File: src/rtl/bpar_pkg.sv
package bpar_pkg;

   typedef struct packed {
      logic cs_n;
      logic en;
      logic wr_rd;
      logic mbx_sel;
      logic gen_en;
   } bpar_ctrl_t;

   typedef enum logic [1:0] {
      RK_IDLE = 2'd0,
      RK_QUEUE = 2'd1,
      RK_MBOX = 2'd2
   } bpar_rd_kind_e;

endpackage

File: src/rtl/bpar_ctrl_decode.sv
module bpar_ctrl_decode
   import bpar_pkg::*;
(
   input  bpar_ctrl_t    ctrl,
   output logic          rd_setup,
   output bpar_rd_kind_e rd_kind,
   output logic          mbx_gen,
   output logic          que_gen
);

   always_comb begin
      rd_setup = !ctrl.cs_n && ctrl.en && !ctrl.wr_rd;
      if (!rd_setup)
         rd_kind = RK_IDLE;
      else if (ctrl.mbx_sel)
         rd_kind = RK_MBOX;
      else
         rd_kind = RK_QUEUE;
      mbx_gen = (rd_kind == RK_MBOX) && ctrl.gen_en;
      que_gen = (rd_kind == RK_QUEUE) && ctrl.gen_en;
   end

endmodule

File: src/rtl/bpar_lane_tree.sv
module bpar_lane_tree #(
   parameter int LANE_W = 9
) (
   input  logic [LANE_W-2:0] payload,
   input  logic              odd_sel,
   output logic              par_bit
);

   localparam int PAY_W = LANE_W - 1;

   logic [PAY_W-1:0] chain;

   // Explicit XOR chain: generated bit makes the lane match odd_sel.
   assign chain[0] = payload[0];
   for (genvar i = 1; i < PAY_W; i++) begin : g_chain
      assign chain[i] = chain[i-1] ^ payload[i];
   end

   assign par_bit = chain[PAY_W-1] ^ odd_sel;

endmodule

File: src/rtl/bpar_out_stage.sv
module bpar_out_stage #(
   parameter int W       = 36,
   parameter bit OUT_REG = 1'b1
) (
   input  logic         clk,
   input  logic         rst_n,
   input  logic         load,
   input  logic [W-1:0] d,
   output logic [W-1:0] q
);

   if (OUT_REG) begin : g_reg
      always_ff @(posedge clk or negedge rst_n) begin
         if (!rst_n)
            q <= '0;
         else if (load)
            q <= d;
      end
   end else begin : g_pass
      assign q = d;
   end

endmodule

File: src/rtl/byte_lane_parity.sv
module byte_lane_parity
   import bpar_pkg::*;
#(
   parameter int LANES    = 4,
   parameter int LANE_W   = 9,
   parameter bit OUT_REG  = 1'b1,
   parameter bit QUE_GEN  = 1'b1
) (
   input  logic                      clk,
   input  logic                      rst_n,
   input  logic                      odd_sel,
   input  logic                      cs_n,
   input  logic                      en,
   input  logic                      wr_rd,
   input  logic                      mbx_sel,
   input  logic                      gen_en,
   input  logic [LANES*LANE_W-1:0]   port_in,
   input  logic [LANES*LANE_W-1:0]   rd_data,
   output logic [LANES*LANE_W-1:0]   rd_out,
   output logic                      perr_n
);

   localparam int DATA_W = LANES * LANE_W;
   localparam int PAY_W  = LANE_W - 1;

   if (LANE_W < 2) begin : g_bad_lane
      $error("byte_lane_parity: LANE_W must be at least 2");
   end
   if (LANES < 1) begin : g_bad_lanes
      $error("byte_lane_parity: LANES must be at least 1");
   end

   bpar_ctrl_t    ctrl;
   logic          rd_setup;
   bpar_rd_kind_e rd_kind;
   logic          mbx_gen;
   logic          que_gen;

   assign ctrl = '{cs_n: cs_n, en: en, wr_rd: wr_rd, mbx_sel: mbx_sel, gen_en: gen_en};

   bpar_ctrl_decode u_dec (
      .ctrl     (ctrl),
      .rd_setup (rd_setup),
      .rd_kind  (rd_kind),
      .mbx_gen  (mbx_gen),
      .que_gen  (que_gen)
   );

   // Shared trees: check port_in normally, generate for mailbox reads.
   logic [DATA_W-1:0] sh_src;
   logic [LANES-1:0]  sh_par;
   logic [LANES-1:0]  lane_fail;
   logic [LANES-1:0]  q_par;

   assign sh_src = mbx_gen ? rd_data : port_in;

   for (genvar l = 0; l < LANES; l++) begin : g_shared
      bpar_lane_tree #(.LANE_W(LANE_W)) u_tree (
         .payload (sh_src[l*LANE_W +: PAY_W]),
         .odd_sel (odd_sel),
         .par_bit (sh_par[l])
      );
      assign lane_fail[l] = sh_par[l] ^ sh_src[l*LANE_W + PAY_W];
   end

   if (QUE_GEN) begin : g_que_trees
      for (genvar l = 0; l < LANES; l++) begin : g_lane
         bpar_lane_tree #(.LANE_W(LANE_W)) u_tree (
            .payload (rd_data[l*LANE_W +: PAY_W]),
            .odd_sel (odd_sel),
            .par_bit (q_par[l])
         );
      end
   end else begin : g_no_que
      for (genvar l = 0; l < LANES; l++) begin : g_lane
         assign q_par[l] = rd_data[l*LANE_W + PAY_W];
      end
   end

   assign perr_n = mbx_gen ? 1'b1 : ~(|lane_fail);

   // Outgoing word with lane top bits optionally replaced.
   logic [DATA_W-1:0] nxt_out;

   for (genvar l = 0; l < LANES; l++) begin : g_regen
      assign nxt_out[l*LANE_W +: PAY_W] = rd_data[l*LANE_W +: PAY_W];
      assign nxt_out[l*LANE_W + PAY_W]  = mbx_gen ? sh_par[l] :
                                          que_gen ? q_par[l]  :
                                          rd_data[l*LANE_W + PAY_W];
   end

   bpar_out_stage #(.W(DATA_W), .OUT_REG(OUT_REG)) u_out (
      .clk   (clk),
      .rst_n (rst_n),
      .load  (rd_setup),
      .d     (nxt_out),
      .q     (rd_out)
   );

endmodule

File: config.mk
export PLATFORM = sky130hd
export DESIGN_NAME = byte_lane_parity
export DESIGN_NICKNAME = d
export VERILOG_FILES = /design/src/rtl/bpar_pkg.sv /design/src/rtl/bpar_ctrl_decode.sv /design/src/rtl/bpar_lane_tree.sv /design/src/rtl/bpar_out_stage.sv /design/src/rtl/byte_lane_parity.sv
export SDC_FILE = /design/constraint.sdc
export NUM_CORES = 1
export LEC_CHECK = 0
export BUFFER_PORTS_ARGS = -buffer_cell sky130_fd_sc_hd__buf_4
export CAP_MARGIN = 20
export CORE_AREA = 2 2 77 79
export DETAILED_ROUTE_END_ITERATION = 12
export DIE_AREA = 0 0 79 81
export PLACE_DENSITY = 0.93
export REMOVE_ABC_BUFFERS = 1
export SYNTH_ARGS = -nofsm -noshare
export SYNTH_HDL_FRONTEND = slang
export SYNTH_HIERARCHICAL = 1
export SYNTH_SLANG_ARGS = --single-unit
File: constraint.sdc
create_clock -name clk -period 6.5 [get_ports clk]
set_clock_uncertainty 0.2 [all_clocks]
set_input_delay 0.975 -clock clk [delete_from_list [all_inputs] [get_ports clk]]
set_output_delay 0.975 -clock clk [all_outputs]
set_load 0.02 [all_outputs]
==> flow_summary.ini <==
[outcome]
outcome = completed

[final_layout]
layout-drive-gt1-share_pct = 66.4
largest_register_ffs = 36
antenna_cells = 0
fin_area_sq_um = 3790
stdcell_count = 382
regMostFlops = u_out/q
syn_to_final_growth_pct = 32.2
reg_top3 = u_out/q: 36 flops
nNetsFinal = 386

[placed_design]
dp.cells = 374
portBuffers = 116
postPlaceCellArea_sq_um = 3700
dp_hpwl_mm = 4.85
routabilityCongestion = 0.725

[clocking]
cts_sinks = 36
cts_tree = yes
cts_resized = 0
post_cts_buffers = 0
htree_levels = 2
cts_buffers = 5
cts.clk_slew.worst_paths_ps = 70
holdBufCountCts = 0
cts-root-buf = clkbuf_8
cts_buffer_depth = 2
clock_latency_ps = 280

[sta]
finalCritPeriodShare_pct = 77.0
slew_violations = 0
fmax_mhz = 200
setup_violations = 0
relSlewSlack_pct = 36.1
final_hold_viol_count = 0
min_period_ps = 5010
worst_pin_slew_ps = 952
rsz0062_at_grt = false

[global_route]
grt_pass1_vias = 2082
grt_busiest_layer = met2
grt_usage_pct = 19.8
met3_usage_pct = 4.11
grt_pass1_wl_mm = 9.91
overflow = 0
grt_max_degree = 42
grt_use_met1_pct = 23.4
antenna_found_initial = 0
use_met2_pct = 36.2

[job]
maxCapViolations = 0

[floorplan]
dieArea_sq_um = 6400
initial_core_util_pct = 50.5
die_h_microns = 81
core_sq_um = 5680
placementRows = 28
ios = 117
dieWidth_microns = 79

[drt]
wl_per_cell_microns = 16.4
post_drt_via_cell_ratio = 4.86
drcViolationCount = 0
dr.pass1.iters = 3
drt.antenna.violating_nets = 0
initialDrtViolationCount = 20
wl_mm = 6.26
vias = 1857

[setup_path]
worstSetupEndpoint = perr_n
reg2reg_depth = 1
crit_start = cs_n
critPathKind = in -> out
worst_setup_path_end_kind = primary output
cp_data_arrival_time_ps = 3830
reg2reg_slack_ps = 5510
startpoint_type = input pin
r2r_start = u_out/q[21]
reg2reg_to = u_out/q[21]
cp_max_fo = 41
worstPathRequired_ps = 5320

[worst_hold_path]
worstHoldStart = u_out/q[23]
hp-class = reg -> reg

[power_and_ir_drop]
total_power_mw = 0.851
leakage_nw = 1.83
max-vdd-ir-drop_v = 0.000150
power.density_nw_per_um2 = 224

[logic_synthesis]
yosysWarnings = 6
syn_avg_cell_area_sq_um = 15.0
synthCells = 191
netlist_area_sq_um = 2870
worst max-delay path, cell delays in order:
cell	delay, ps
buf_4	120
nand3b_1	200
nor3b_2	180
buf_4	550
mux2_4	370
xnor2_1	230
xnor3_1	450
xnor2_1	240
xnor2_1	100
a41o_1	240
buf_4	160
worst min path at each step:
stage	end	slack (ps)	depth (start not counted)
finish	u_out/q[23]	310	1
global route	u_out/q[6]	330	1
CTS	u_out/q[23]	320	1
detailed placement	u_out/q[23]	290	1
global placement	u_out/q[35]	290	1
floorplan	u_out/q[0]	440	1
routing by layer:
layer	part of all wire (%)	up-vias
li1	-	887
met1	40	902
met3	5.1	6
met4	1.1	0
met2	54	62
met5	0	-
metrics by stage:
step           worst slack (ps)  utilization [%]  hold WS [ps]  setup TNS [ps]
6_report                   1490             66.8           312               0
5_1_grt                    1240             66.8           328               0
4_1_cts                    1470             66.8           318               0
3_5_place_dp               1470             65.2           295               0
3_3_place_gp               1670             65.2           293               0
2_1_floorplan             -1710                -           436           -5630
area by class of cell:
class | count | area (sq um)
clock buffers | 6 | 82.6
clock inverters | 2 | 10.0
fillers | 459 | 1880
multi-input cells | 145 | 1820
flip-flops and latches | 36 | 901
well taps | 75 | 93.8
repair buffers | 118 | 886
where the power goes:
part	switching (mW)	leakage [nW]	total [mW]	internal, mW
sequential	0.0254	0.426	0.293	0.267
clock	0.0813	0.0510	0.166	0.0847
combinational	0.163	1.35	0.392	0.229
total	0.270	1.83	0.851	0.581
layout by cell type, fill, tap and decap left out, types with 6 or more instances in the layout:
cell and instances:
xnor3_1 8, xnor2_2 8, mux2_4 61, clkbuf_8 6
mux2_2 7, dfrtp_1 36, buf_4 118, xor2_1 8
xnor2_1 36
(Power assumes the default switching activity.)
